<file path="config.mk">
export PLATFORM = sky130hd
export DESIGN_NAME = gart_translator
export DESIGN_NICKNAME = d
export VERILOG_FILES = /design/src/rtl/gart_pkg.sv /design/src/rtl/gart_ctrl.sv /design/src/rtl/gart_datapath.sv /design/src/rtl/gart_translator.sv
export SDC_FILE = /design/constraint.sdc
export NUM_CORES = 1
export LEC_CHECK = 0
export BUFFER_PORTS_ARGS = -buffer_cell sky130_fd_sc_hd__buf_4
export CAP_MARGIN = 20
export CORE_AREA = 4 4 250 252
export DETAILED_ROUTE_END_ITERATION = 16
export DIE_AREA = 0 0 254 256
export PLACE_DENSITY = 0.55
export SYNTH_ARGS = -nofsm -noshare
export SYNTH_HDL_FRONTEND = slang
export SYNTH_SLANG_ARGS = --single-unit
</file>
<file path="constraint.sdc">
create_clock -name clk -period 10.85 [get_ports clk]
set_input_delay 3.255 -clock clk [delete_from_list [all_inputs] [get_ports clk]]
set_output_delay 3.255 -clock clk [all_outputs]
set_load 0.05 [all_outputs]
</file>
<file path="src/rtl/gart_pkg.sv">
package gart_pkg;
  typedef struct packed {
    logic capReq;   // latch request fields
    logic issueRd;  // drive the table read strobe
    logic capRsp;   // latch table response, form result
  } gart_strobe_t;

  typedef enum logic [1:0] {
    ST_IDLE  = 2'd0,
    ST_ISSUE = 2'd1,
    ST_WAIT  = 2'd2,
    ST_RESP  = 2'd3
  } gart_state_t;
endpackage

</file>
<file path="src/rtl/gart_ctrl.sv">
module gart_ctrl
  import gart_pkg::*;
(
  input  logic         clk,
  input  logic         rstN,
  input  logic         reqValid,
  input  logic         tblRspValid,
  input  logic         rspReady,
  output logic         reqReady,
  output logic         rspValid,
  output gart_strobe_t strobe
);
  gart_state_t state, stateNxt;

  always_comb begin
    stateNxt = state;
    unique case (state)
      ST_IDLE:  if (reqValid) stateNxt = ST_ISSUE;
      ST_ISSUE: stateNxt = ST_WAIT;
      ST_WAIT:  if (tblRspValid) stateNxt = ST_RESP;
      ST_RESP:  if (rspReady) stateNxt = ST_IDLE;
      default:  stateNxt = ST_IDLE;
    endcase
  end

  always_ff @(posedge clk) begin
    if (!rstN) state <= ST_IDLE;
    else       state <= stateNxt;
  end

  always_comb begin
    reqReady       = (state == ST_IDLE);
    rspValid       = (state == ST_RESP);
    strobe.capReq  = (state == ST_IDLE) && reqValid;
    strobe.issueRd = (state == ST_ISSUE);
    strobe.capRsp  = (state == ST_WAIT) && tblRspValid;
  end
endmodule

</file>
<file path="src/rtl/gart_datapath.sv">
module gart_datapath
  import gart_pkg::*;
#(
  parameter int ADDR_W     = 64,
  parameter int LEN_W      = 32,
  parameter int PAGE_SHIFT = 12,
  parameter int SKEW_BITS  = 3,
  parameter int ENTRY_LOG2 = 3,
  parameter int PA_HI      = 47
) (
  input  logic              clk,
  input  logic              rstN,
  input  gart_strobe_t      strobe,
  input  logic [ADDR_W-1:0] reqVaddr,
  input  logic [LEN_W-1:0]  reqLen,
  input  logic [ADDR_W-1:0] cfgPtBase,
  input  logic [63:0]       tblRspEntry,
  input  logic              tblRspPresent,
  output logic              tblRdValid,
  output logic [ADDR_W-1:0] tblRdAddr,
  output logic [ADDR_W-1:0] rspPaddr,
  output logic [LEN_W-1:0]  rspLen,
  output logic              missWarn
);
  localparam int IDX_W     = ADDR_W - PAGE_SHIFT;
  localparam int PAGE_SIZE = 1 << PAGE_SHIFT;
  localparam int DIST_W    = PAGE_SHIFT + 1;
  localparam int SKEW_MUL  = (1 << SKEW_BITS) - 1;
  localparam int PFN_W     = PA_HI - PAGE_SHIFT + 1;

  logic [ADDR_W-1:0] vaddrQ;
  logic [LEN_W-1:0]  lenQ;
  logic [IDX_W-1:0]  rawIdx, skewIdx;
  logic [DIST_W-1:0] pageDist;
  logic [LEN_W-1:0]  clipLen;
  logic [ADDR_W-1:0] hitPaddr;

  always_ff @(posedge clk) begin
    if (!rstN) begin
      vaddrQ <= '0;
      lenQ   <= '0;
    end else if (strobe.capReq) begin
      vaddrQ <= reqVaddr;
      lenQ   <= reqLen;
    end
  end

  // slot index: page number skewed by a multiple of its low bits
  always_comb begin
    rawIdx  = vaddrQ[ADDR_W-1:PAGE_SHIFT];
    skewIdx = rawIdx + IDX_W'(SKEW_MUL) * IDX_W'(rawIdx[SKEW_BITS-1:0]);
  end

  assign tblRdAddr  = cfgPtBase + (ADDR_W'(skewIdx) << ENTRY_LOG2);
  assign tblRdValid = strobe.issueRd;

  // distance to next page boundary; aligned addresses get a full page
  always_comb begin
    pageDist = DIST_W'(PAGE_SIZE) - DIST_W'(vaddrQ[PAGE_SHIFT-1:0]);
    if (lenQ > LEN_W'(pageDist)) clipLen = LEN_W'(pageDist);
    else                         clipLen = lenQ;
  end

  always_comb begin
    hitPaddr = '0;
    hitPaddr[PAGE_SHIFT-1:0]          = vaddrQ[PAGE_SHIFT-1:0];
    hitPaddr[PA_HI:PAGE_SHIFT]        = tblRspEntry[PA_HI:PAGE_SHIFT];
  end

  always_ff @(posedge clk) begin
    if (!rstN) begin
      rspPaddr <= '0;
      rspLen   <= '0;
      missWarn <= 1'b0;
    end else begin
      missWarn <= strobe.capRsp && !tblRspPresent;
      if (strobe.capRsp) begin
        rspPaddr <= tblRspPresent ? hitPaddr : vaddrQ;
        rspLen   <= clipLen;
      end
    end
  end

  // keep PFN_W referenced for width sanity of the entry field
  logic [PFN_W-1:0] unusedPfn;
  assign unusedPfn = tblRspEntry[PA_HI:PAGE_SHIFT];
  logic unusedBits;
  assign unusedBits = ^unusedPfn;
endmodule

</file>
<file path="src/rtl/gart_translator.sv">
module gart_translator
  import gart_pkg::*;
#(
  parameter int ADDR_W = 64,
  parameter int LEN_W  = 32
) (
  input  logic              clk,
  input  logic              rstN,
  input  logic              reqValid,
  output logic              reqReady,
  input  logic [ADDR_W-1:0] reqVaddr,
  input  logic [LEN_W-1:0]  reqLen,
  input  logic [ADDR_W-1:0] cfgPtBase,
  input  logic [ADDR_W-1:0] cfgPtStart,
  input  logic [ADDR_W-1:0] cfgPtEnd,
  output logic              tblRdValid,
  output logic [ADDR_W-1:0] tblRdAddr,
  input  logic              tblRspValid,
  input  logic [63:0]       tblRspEntry,
  input  logic              tblRspPresent,
  output logic              rspValid,
  input  logic              rspReady,
  output logic [ADDR_W-1:0] rspPaddr,
  output logic [LEN_W-1:0]  rspLen,
  output logic              missWarn,
  output logic [ADDR_W-1:0] tableBase,
  output logic [ADDR_W-1:0] tableSize
);
  gart_strobe_t strobe;

  gart_ctrl uCtrl (
    .clk(clk), .rstN(rstN), .reqValid(reqValid), .tblRspValid(tblRspValid),
    .rspReady(rspReady), .reqReady(reqReady), .rspValid(rspValid), .strobe(strobe)
  );

  gart_datapath #(.ADDR_W(ADDR_W), .LEN_W(LEN_W)) uDp (
    .clk(clk), .rstN(rstN), .strobe(strobe), .reqVaddr(reqVaddr), .reqLen(reqLen),
    .cfgPtBase(cfgPtBase), .tblRspEntry(tblRspEntry), .tblRspPresent(tblRspPresent),
    .tblRdValid(tblRdValid), .tblRdAddr(tblRdAddr), .rspPaddr(rspPaddr),
    .rspLen(rspLen), .missWarn(missWarn)
  );

  assign tableBase = cfgPtBase;
  assign tableSize = cfgPtEnd - cfgPtStart;
endmodule

</file>
* Word-level counts from Yosys, hierarchy flattened *
Index checks and enable logic that the tools add are counted.

cells by class
  $add $sub $neg = 4
  $mul = 1
  order comparisons = 1
  equal/unequal tests = 6
  mux-type cells = 6
  reduce and logical (&&, ||, !) cells = 6

operators by type and width
  cell                      count
  $add A64 B55 Y64          1
  $mux W64                  1
  $sub A64 B64 Y64          1
  $add A52 B6 Y52           1
  $gt A32 B13 Y1            1
  $mux W32                  1
  $sub A13 B12 Y13 const A  1
  $pmux W2 S4               1
  $mul A3 B3 Y6 const A     1
  $mux W2                   3
  $eq A2 B2 Y1 const B      2
  $ne A2 B2 Y1 const B      2
  $logic_and A1 B1 Y1       3
  $reduce_and A3 Y1         1
  $eq A2 B1 Y1 const B      1
  $logic_not A2 Y1          1
  $ne A2 B1 Y1 const B      1
  $logic_not A1 Y1          1

storage, ports and cells
  register bits = 195
  input port bits = 358
  output and inout port bits = 292
  word-level logic and storage cells = 30

* Longest topological paths before layout *
Gate-level depths: netlist (run 1).

  word-level depth = 3
  depth in mapped cells = 27
  depth with buffers taken out = 24

* Cells and area by module *
From an unflattened synthesis (run 1), not the netlist that was laid out.

unflattened totals
  cells, all modules = 2051
  area, all modules = 16711.0 µm²

by module, submodules not included
  module           times used  cells an instance  area an instance (µm²)  seq. area each (µm²)
  gart_datapath    1           1345               12036.5                 3863.7
  gart_translator  1           685                4484.3                  0.0
  gart_ctrl        1           21                 190.2                   40.0

* Worst setup path before layout (run 1) *
Ideal clock, no wire load.

  path type = input-to-output
  start point = input cfgPtEnd[0]
  end point = output tableSize[60]
  data arrival time = 6659 ps
  required time = 7595 ps
  path slack = 936 ps
  stages on the path = 12
  path buffers = 0
  path through = inv_1 > ha_1 > fa_1 > nand2b_1 > a21o_1 > a21oi_2 > nor2_2 > o41a_1 > o2111ai_2 > a311oi_1 > o21a_1 > o311ai_1

between the ends
  cells in the longest elaborated chain, start to end = 1

ends and longest elaborated chain
  element             RTL line               RTL
  start: declaration  gart_translator.sv:15  input logic [ADDR_W-1:0] cfgPtEnd,
  $sub A64 B64 Y64    gart_translator.sv:44  assign tableSize = cfgPtEnd - cfgPtStart;
  end: declaration    gart_translator.sv:27  output logic [ADDR_W-1:0] tableSize

Every way passes these cells.

* Worst setup path in the final report (run 1) *
  start point = register uDp.vaddrQ[13]
  end point = output tblRdAddr[53]

between the ends
  cells in the longest elaborated chain, start to end = 3

ends and longest elaborated chain
  element                   RTL line               RTL
  start: declaration        gart_datapath.sv:31    logic [ADDR_W-1:0] vaddrQ;
  start signal: assignment  gart_datapath.sv:43    vaddrQ <= reqVaddr;
  $mul A3 B3 Y6             gart_datapath.sv:51    skewIdx = rawIdx + IDX_W'(SKEW_MUL) * IDX_W'(rawIdx[SKEW_BITS-1:0]);
  $add A52 B6 Y52 *         gart_datapath.sv:51
  $add A64 B55 Y64 *        gart_datapath.sv:54    assign tblRdAddr = cfgPtBase + (ADDR_W'(skewIdx) << ENTRY_LOG2);
  end: declaration          gart_translator.sv:17  output logic [ADDR_W-1:0] tblRdAddr,

Mark *: on every way between the ends. The rest lies on a longest branch, timed or not.

==> metrics, run 1 <==
die area about 65000 sq um; total CTS buffers 17; async set-or-reset flop fraction in the synthesized netlist 0%; die height around 260 um; final hold viol count 0; Post-CTS Setup Inserts 0; Slew Limit Fails 0; initial antenna violation count 3; Slew @ Worst Pin between 900 and 1000 ps; CP Buf/Inv Count 1; Final Cycle Share ~96%; Worst-Skew Late Latency 460 ps; core area around 60000 sq um; First DRT Iteration DRCs between 900 and 1000; clk root buf clkbuf_16; clock skew 15.4 ps; routability cong. 0.909; startpoint types flip-flop; GRT Residual Overflow 0; post-synth cell types 80; RSZ-0062 raised after global routing no; PortBufs 609; vias in the first global route 17300; Req. time, crit path approximately 7600 ps; Endpoint, Worst Hold uDp.lenQ[13]; slowest CP cell dfxtp_1; pre-CTS setup slack a little over 900 ps; Post-route DRC 0; Ports 650; first-pass GRT wire length slightly above 100 mm; worst r2r path cells 15; met3 usage about 5.1%; share of layout cells above drive strength 1 26.0%; leakage 10.2 nW; hold depth 2; GRT Overall Usage between 10% and 20%; Hold Path Class reg -> reg; routed vias around 18000; worst setup margin 443 ps; NumNets Final between 3000 and 4000; CTS Hold Buffers Added 0; deepest clock path buffer count 2; Crit. End Element output pin; CP top delay family compound AO/OA/AOI/OAI gates; Post-DRT Antenna Nets 0; Tot Pwr about 3.9 mW; Synth Warn # 0; cell count after synthesis 2227; maxcap violations 0; Routed WL slightly below 70 mm; Most Frequent Cell on Critical Path ha_1; WP data arrival around 7000 ps; grt peak-use layer met2; crit-path max cell delay around 570 ps; clock slew at reported path FFs roughly 90 ps; status finished, final reports clean; Area Growth Syn to Fin 32.1%; RR Startpoint uDp.vaddrQ[0]; Post-DP HPWL between 50 and 60 mm; Clock Sinks about 200; worst setup path start uDp.vaddrQ[13]; Hold Path Origin uDp.lenQ[13]; Slew headroom about two fifths; row cnt 90; GR Layer Usage met1 roughly a quarter; Avg Vias per Cell 5.09; GR Util met2 about a third; Starting Density around 27%; TritonCTS clock tree done; register area share after synthesis a little under a quarter; Syn Area/Cell roughly 7.4 sq um; post-placement cell count between 3000 and 4000; drt pass-1 iters 6; Layout Cells excl Fill roughly 3500; Post-synth top flop dfxtp_1; CP Max Fanout 9; htree depth 4; largest net degree at the start of global routing 97; Die Width ~250 um; Yosys reg bits ~200; crit path time final 10410 ps; cts repair resizes 0; worst reg2reg endpoint uDp.rspLen[11]; number of synthesized flops with an enable pin 0; crit path cell chain fa_1 > ha_1 > a21o_1 > ha_1 > nor2b_1 > o21a_1 > o21a_1 > o21ba_2 > nand2_2 > or3_1 > nor2_1 > nand4_1 > xnor2_1 > ha_1 > a21oi_1 > o21ai_0 > a21oi_1 > o21ai_0 > a221o_1 > or2_2 > o211ai_1 > mux2i_1 > nand3_1 > buf_4; PwrDens ~180 nW/um^2; worst hold margin approximately 450 ps; Worst VDD drop roughly 120 uV; Synth Net Count ~2700; f_max between 90 and 100 MHz; reg2reg setup slack about 7000 ps; Mapped Area between 15000 and 20000 sq um; final setup TNS 0 ps; final setup fails 0; Routed wire per std cell slightly below 20 um; Worst Setup Path Type reg -> out
-- how the worst max path moves through the flow --
stage	slack [ps]	end	depth (start not counted)
after floorplan	940	tableSize[60]	12
after global placement	980	tblRdAddr[48]	13
after detailed placement	920	tblRdAddr[59]	24
after CTS	390	tblRdAddr[59]	24
after global routing	50	tblRdAddr[61]	24
final	440	tblRdAddr[53]	24
-- synthesized netlist by cell type, types with 5 or more instances --
master	number	area share, %
xnor2_1	115	6.1
a22o_1	16	0.85
a31oi_1	15	0.57
mux2i_1	41	2.5
buf_2	8	0.24
a21o_1	59	2.7
or4_1	6	0.27
and4_1	6	0.32
o31ai_1	6	0.27
mux2_2	11	0.75
buf_1	18	0.41
or2_2	7	0.27
nand2_1	350	8.0
nand4_1	46	1.7
o21a_1	17	0.77
nor4_1	11	0.42
clkbuf_1	98	2.2
nand3_1	50	1.5
buf_4	68	3.1
nor2b_1	21	0.80
o211ai_1	20	0.91
nand2b_1	11	0.42
nor2_1	142	3.2
and2_1	9	0.34
o21ai_0	63	1.9
o21ba_2	5	0.30
o21ai_1	8	0.24
o41ai_1	5	0.27
inv_1	118	2.7
xor2_1	57	3.0
a311oi_1	5	0.27
a31o_2	5	0.27
o21bai_1	20	0.91
nor3_1	26	0.79
or3_1	15	0.57
dfxtp_1	195	24
ha_1	147	11
a211oi_1	57	2.6
a21oi_1	247	7.5
and3_1	41	1.6
-- final cells by class --
type                            instances  area [sq um]
Multi-Input combinational cell       1719         11200
Timing Repair Buffer                  619          4670
Tap cell                              782           978
Clock buffer                           18           429
Fill cell                            6286         38300
Antenna cell                            4          10.0
Inverter                              119           449
Sequential cell                       195          3900
Clock inverter                         14           178
-- stage by stage --
stage	area, sq um	util (%)
after floorplan	16500	-
after global placement	21100	35.2
after detailed placement	21200	35.2
after CTS	21800	36.2
after global routing	21800	36.3
final	21800	36.3
-- report_power, final --
group / leakage (nW) / switching, mW / internal (mW)
Sequential: 1.59 / 0.102 / 0.807
Clock: 0.292 / 0.334 / 0.334
Combinational: 8.34 / 1.58 / 0.782
Total: 10.2 / 2.02 / 1.92
-- per-layer routing --
| metal | up-vias | share of wire [%] |
|---|---|---|
| met5 | - | 0.019 |
| met1 | 8351 | 40 |
| met3 | 76 | 7.9 |
| li1 | 8628 | - |
| met2 | 611 | 50 |
| met4 | 2 | 2.2 |
-- worst register-to-register path: cells and delay by family, from the launching register on --
kind | cells | cell delay [ps]
adders and majority gates | 2 | 510
AOI/OAI and AO/OA | 3 | 870
and+or+nand+nor | 7 | 1330
buffers and inverters | 2 | 190
DFF | 1 | 390
muxes | 1 | 420
-- flip-flops by register name (all words and copies together) (netlist names) --
signal,flops
uCtrl.state,2
uDp.lenQ,32
uDp.missWarn,1
uDp.rspLen,32
uDp.rspPaddr,64
uDp.vaddrQ,64
-- logic make-up (layout without fill, tap and decap cells) --
kind of cell | after synthesis | in the layout | share of synthesized area (%)
buffers and inverters | 313 | 770 | 8.73
muxes | 52 | 52 | 3.23
adders and majority gates | 151 | 151 | 11.6
and+or+nand+nor | 752 | 752 | 20.9
DFF | 195 | 195 | 23.6
xor gates and xnor gates | 172 | 172 | 9.12
AOI/OAI and AO/OA | 592 | 592 | 22.8
other | 0 | 4 | 0
-- layout by cell type, fill, tap and decap left out, types with 46 or more instances in the layout --
cell type and n:
ha_1 147, inv_1 118, o21ai_0 63, buf_4 616, nand2_1 349, nor2_1 142, dfxtp_1 195, a211oi_1 57
xnor2_1 115, a21oi_1 247, nand3_1 50, a21o_1 59, nand4_1 46, xor2_1 57
(Power assumes the default switching activity.)
==> run 2, diff against run 1 <==
- PLACE_DENSITY: 0.55 -> 0.57
==> run 2 against run 1 <==
Compared with the run above: first-iteration DRC count down 3.0%; power rose by 0.57%; count of clock-buffer cells in the layout up 1; final area up 0.21%; routed wire length rose by 2.8%; non-clock buffer count increased by 1; sequential power rose by 0.9%; flip-flop and latch count stayed put; critical path type unchanged.
==> metrics, run 2 (same netlist as run 1, synthesis figures left out) <==
Worst VDD drop 185 uV; Post-route DRC 0; Post-DP HPWL ~58 mm; post-placement cell count approximately 3400; Ports 650; clk root buf clkbuf_16; Area Growth Syn to Fin 32.4%; CTS Hold Buffers Added 0; Avg Vias per Cell between 5 and 6; maxcap violations 0; Worst-Skew Late Latency 450 ps; pre-CTS setup slack between 700 and 800 ps; CP top delay family compound AO/OA/AOI/OAI gates; routed vias between 15000 and 20000; commonest non-fill, non-tap cells in the layout buf_4, nand2_1, a21oi_1, dfxtp_1, ha_1; RSZ-0062 raised after global routing no; First DRT Iteration DRCs just over 900; Tot Pwr between 3 and 4 mW; worst hold margin 457 ps; routability cong. 0.909; CP Max Fanout 9; status finished, final reports clean; Die Width 254 um; crit path cell chain fa_1 > ha_1 > a21o_1 > ha_1 > nor2b_1 > o21a_1 > o21a_1 > o21ba_2 > nand2_2 > or3_1 > nor2_1 > nand4_1 > xnor2_1 > ha_1 > a21oi_1 > o21ai_0 > a21oi_1 > o21ai_0 > a221o_1 > or2_2 > o211ai_1 > mux2i_1 > nand3_1 > buf_4; crit-path max cell delay 650 ps; Slew headroom a little over a quarter; drt pass-1 iters 5; deepest clock path buffer count 2; f_max 96.3 MHz; Slew Limit Fails 0; Routed WL slightly below 70 mm; WP data arrival 7130 ps; first-pass GRT wire length 102 mm; design area about 22000 sq um; vias in the first global route 17300; Regs by FF count uDp.rspPaddr x64, uDp.vaddrQ x64; startpoint types flip-flop; Most Frequent Cell on Critical Path ha_1; Slew @ Worst Pin ~1100 ps; NumNets Final 3181; most common cell after layout, fill and taps aside buf_4; post-route core utilization 36.4%; initial antenna violation count 7; CP Buf/Inv Count 1; crit path time final just over 10000 ps; Req. time, crit path between 7000 and 8000 ps; share of layout cells above drive strength 1 between 20% and 30%; GRT Overall Usage between 20% and 30%; total CTS buffers 17; final hold viol count 0; TritonCTS clock tree done; Routed wire per std cell around 20 um; PortBufs roughly 610; Starting Density a little over a quarter; Worst Setup Path Type reg -> out; PwrDens ~180 nW/um^2; Hold Path Class reg -> reg; clock slew at reported path FFs 80 ps; die area between 60000 and 70000 sq um; final setup fails 0; clock skew roughly 14 ps; largest net degree at the start of global routing 97; htree depth 4; Placed Area ~21000 sq um; Final Cycle Share 95.7%; Layout Cells excl Fill about 3500; die height roughly 260 um; slowest CP cell dfxtp_1; Crit. End Element output pin; worst setup margin roughly 460 ps; final setup TNS 0 ps; Post-DRT Antenna Nets 0; leakage slightly above 10 nW; core area about 60000 sq um; GRT Residual Overflow 0; Clock Sinks a little under 200; row cnt 90
run 2: cell count changes in the layout (fill, tap and decap cells not counted), sizes merged:
cell | previous run | this run
clkbuf | 18 | 19
buf | 619 | 620
clkinv | 3 | 4
bufinv | 1 | 2
diode | 4 | 6
inv | 128 | 125
run 2: layout make-up:
type / instances / area [sq um]
clock buffer: 19 / 443
inverter: 119 / 449
sequential: 195 / 3900
multi-input combinational: 1719 / 11200
timing repair buffer: 620 / 4690
fill: 6405 / 38300
antenna: 6 / 15.0
tap: 782 / 978
clock inverter: 13 / 185
run 2: repair_timing:
item                                    in CTS  in global routing
resized for setup                            0                  2
buffers inserted                             0                  0
endpoints found under the setup margin       0                  7
run 2: worst reg2reg max path, delay by kind of cell, from the launching register on:
kind                     cells  cell delay (ps)
AO/OA/AOI/OAI                7             1470
XOR/XNOR                     1              270
flip-flops                   1              360
adder cells (fa/ha/maj)      1              300
multiplexers                 1              370
AND/OR/NAND/NOR              4              940
run 2: final timing paths:
path	start	to	slack, ps	cells past startpoint
setup / recovery	uDp.vaddrQ[13]	tblRdAddr[53]	460	24
hold / removal	uDp.lenQ[24]	uDp.lenQ[24]	460	2
setup reg to reg	uDp.vaddrQ[2]	uDp.rspLen[2]	7040	14
hold reg to reg	uDp.lenQ[24]	uDp.lenQ[24]	460	2
run 2: report_power, final:
| part | internal (mW) | switching [mW] |
|---|---|---|
| Combinational | 0.784 | 1.59 |
| Clock | 0.359 | 0.315 |
| Sequential | 0.807 | 0.110 |
run 2: layer usage:
metal / up-vias / wire (um) / part of all wire (%) / GRT usage [%]
li1: 8641 / - / - / -
met1: 8322 / 28600 / 41 / 24.5
met2: 610 / 33300 / 48 / 34.4
met3: 72 / 5460 / 7.9 / 5.13
met4: 2 / 1900 / 2.7 / 6.66
met5: - / 13 / 0.019 / 0
==> run 3, diff against run 2 <==
- CORE_AREA: 4 4 250 252 -> 4 4 253 255
- DIE_AREA: 0 0 254 256 -> 0 0 257 259
- PLACE_DENSITY: 0.57 -> 0.58
- clock period: 10.85 -> 8.4 ns (I/O delays scaled with it)
==> run 3 against run 2 <==
Compared with the run above: the flow now finishes with violations (negative setup slack); power grew 32%; clock skew grew 5.6 ps; final area grew 5.2%; flip-flop and latch count is the same; utilization grew 0.96 points; first-iteration DRC count grew 6.1%; via count shrank 0.52%; clock power grew 26%; largest power group unchanged; combinational power grew 35%; critical endpoint is now tblRdAddr[62]; critical path type unchanged.
==> metrics, run 3 (same netlist as run 1, synthesis figures left out) <==
die area 66600 sq um; Worst VDD drop 249 uV; Endpoint, Worst Hold uDp.lenQ[13]; Routed WL between 60 and 70 mm; deepest clock path buffer count 2; Final Cycle Share 101%; commonest non-fill, non-tap cells in the layout buf_4, nand2_1, a21oi_1, dfxtp_1, ha_1; reg2reg setup slack about 4700 ps; CTS Hold Buffers Added 0; TritonCTS clock tree done; Req. time, crit path about 6000 ps; CP top delay family simple AND/OR/NAND/NOR gates; f_max 118 MHz; Post-route DRC 0; worst setup margin -83.6 ps; Die Width around 260 um; clock slew at reported path FFs approximately 70 ps; drt pass-1 iters 5; Worst-Skew Late Latency about 460 ps; Slew headroom about a third; clock skew 19.7 ps; share of layout cells above drive strength 1 30.4%; core area ~60000 sq um; largest net degree at the start of global routing 85; PortBufs around 610; GRT Residual Overflow 0; initial antenna violation count 2; Hold Path Origin uDp.lenQ[13]; crit path time final ~8500 ps; vias in the first global route roughly 16000; GRT Overall Usage roughly a fifth; Post-DRT Antenna Nets 0; Worst Setup Path Type reg -> out; worst hold margin between 400 and 500 ps; Slew @ Worst Pin 976 ps; row cnt between 90 and 100; Starting Density a little over a quarter; failing checks negative setup slack; RSZ-0062 raised after global routing yes; Slew Limit Fails 0; hold depth 2; maxcap violations 0; Routed wire per std cell around 19 um; crit-path max cell delay approximately 600 ps; leakage about 11 nW; final hold viol count 0; status finished with violations; Regs by FF count uDp.rspPaddr x64, uDp.vaddrQ x64; routed vias between 15000 and 20000; routability cong. around 0.9; Avg Vias per Cell 4.86; Ports 650; design area ~23000 sq um; Placed Area approximately 22000 sq um; Critical Path Stages 19; Crit. End Element output pin; htree depth 4; crit path cell chain fa_1 > fa_1 > ha_4 > a21oi_1 > o21bai_1 > a21oi_2 > or4_4 > nor3_4 > buf_4 > nand4_1 > xnor2_1 > ha_1 > nand2_2 > or4_4 > o31ai_4 > nand4_4 > or4_4 > nand3_4 > buf_8; clk root buf clkbuf_16; PwrDens 228 nW/um^2; die height 259 um; RR Startpoint uDp.vaddrQ[2]; Post-DP HPWL around 56 mm; Clock Sinks around 200; CP Max Fanout 6; Area Growth Syn to Fin 39.2%; total CTS buffers 17; worst r2r path cells 14; most common cell after layout, fill and taps aside buf_4; startpoint types flip-flop; Most Frequent Cell on Critical Path or4_4; First DRT Iteration DRCs between 900 and 1000; final setup fails 9; slowest CP cell or4_4; first-pass GRT wire length about 99 mm; CP Buf/Inv Count 2; worst reg2reg endpoint uDp.rspLen[7]; WP data arrival 5960 ps; NumNets Final approximately 3300; Hold Path Class reg -> reg
run 3: changes by cell type in the layout (fill, tap and decap cells not counted), moves of 10 or more:
cell / delta
xnor2_1: -11
xnor2_2: +10
a21oi_2: +10
buf_4: +65
a21oi_1: -11
buf_6: +20
o21ai_0: -12
run 3: through the flow:
step	setup TNS, ps	instances	util (%)	setup WS (ps)	power [mW]
CTS	-763	3593	36.8	-183	5.22
floorplan	0	2227	-	67.5	3.29
detailed placement	-126	3549	35.3	-31.2	4.32
finish	-449	3609	37.3	-83.6	5.24
global placement	0	3549	35.3	9.56	4.31
global route	-3750	3609	37.3	-364	5.53
run 3: worst max-delay path by stage:
stage	start	to	slack [ps]
3_5_place_dp	uDp.vaddrQ[13]	tblRdAddr[61]	-30
3_3_place_gp	uDp.vaddrQ[13]	tblRdAddr[61]	10
4_1_cts	uDp.vaddrQ[13]	tblRdAddr[58]	-180
2_1_floorplan	uDp.vaddrQ[13]	tblRdAddr[50]	70
6_report	uDp.vaddrQ[13]	tblRdAddr[62]	-80
5_1_grt	uDp.vaddrQ[13]	tblRdAddr[62]	-360
run 3: area by class of cell:
class                   count  area [sq um]
inverters                 119           449
clock buffers              18           429
well taps                 837          1050
flip-flops and latches    195          3910
fillers                  6495         38600
repair buffers            705          5380
diodes                      1          2.50
multi-input cells        1720         11600
clock inverters            14           185
run 3: metal layers:
layer	wire (um)	GRT usage, %	vias up	part of all wire [%]
li1	-	-	8807	-
met1	28800	24.1	8147	43
met2	32600	32.7	541	48
met3	5000	4.48	59	7.4
met4	1210	4.42	2	1.8
met5	13	0	-	0.019
run 3: repair_timing:
| item | 4_1_cts | 5_1_grt |
|---|---|---|
| endpoints found under the setup margin | 28 | 27 |
| cloned | 1 | 0 |
| buffers inserted | 11 | 13 |
| hold endpoints to repair | 0 | 0 |
| pin swaps | 34 | 30 |
| resized for setup | 48 | 58 |
run 3: tightest hold or removal path, cell delays in order, from the launching register on:
cell and delay, ps:
dfxtp_1 310, nand2_1 50, a21oi_1 50
run 3: power by group:
| group | total (mW) | internal, mW | switching, mW |
|---|---|---|---|
| Sequential | 1.18 | 1.04 | 0.137 |
| Combinational | 3.21 | 1.11 | 2.10 |
| Clock | 0.852 | 0.431 | 0.421 |
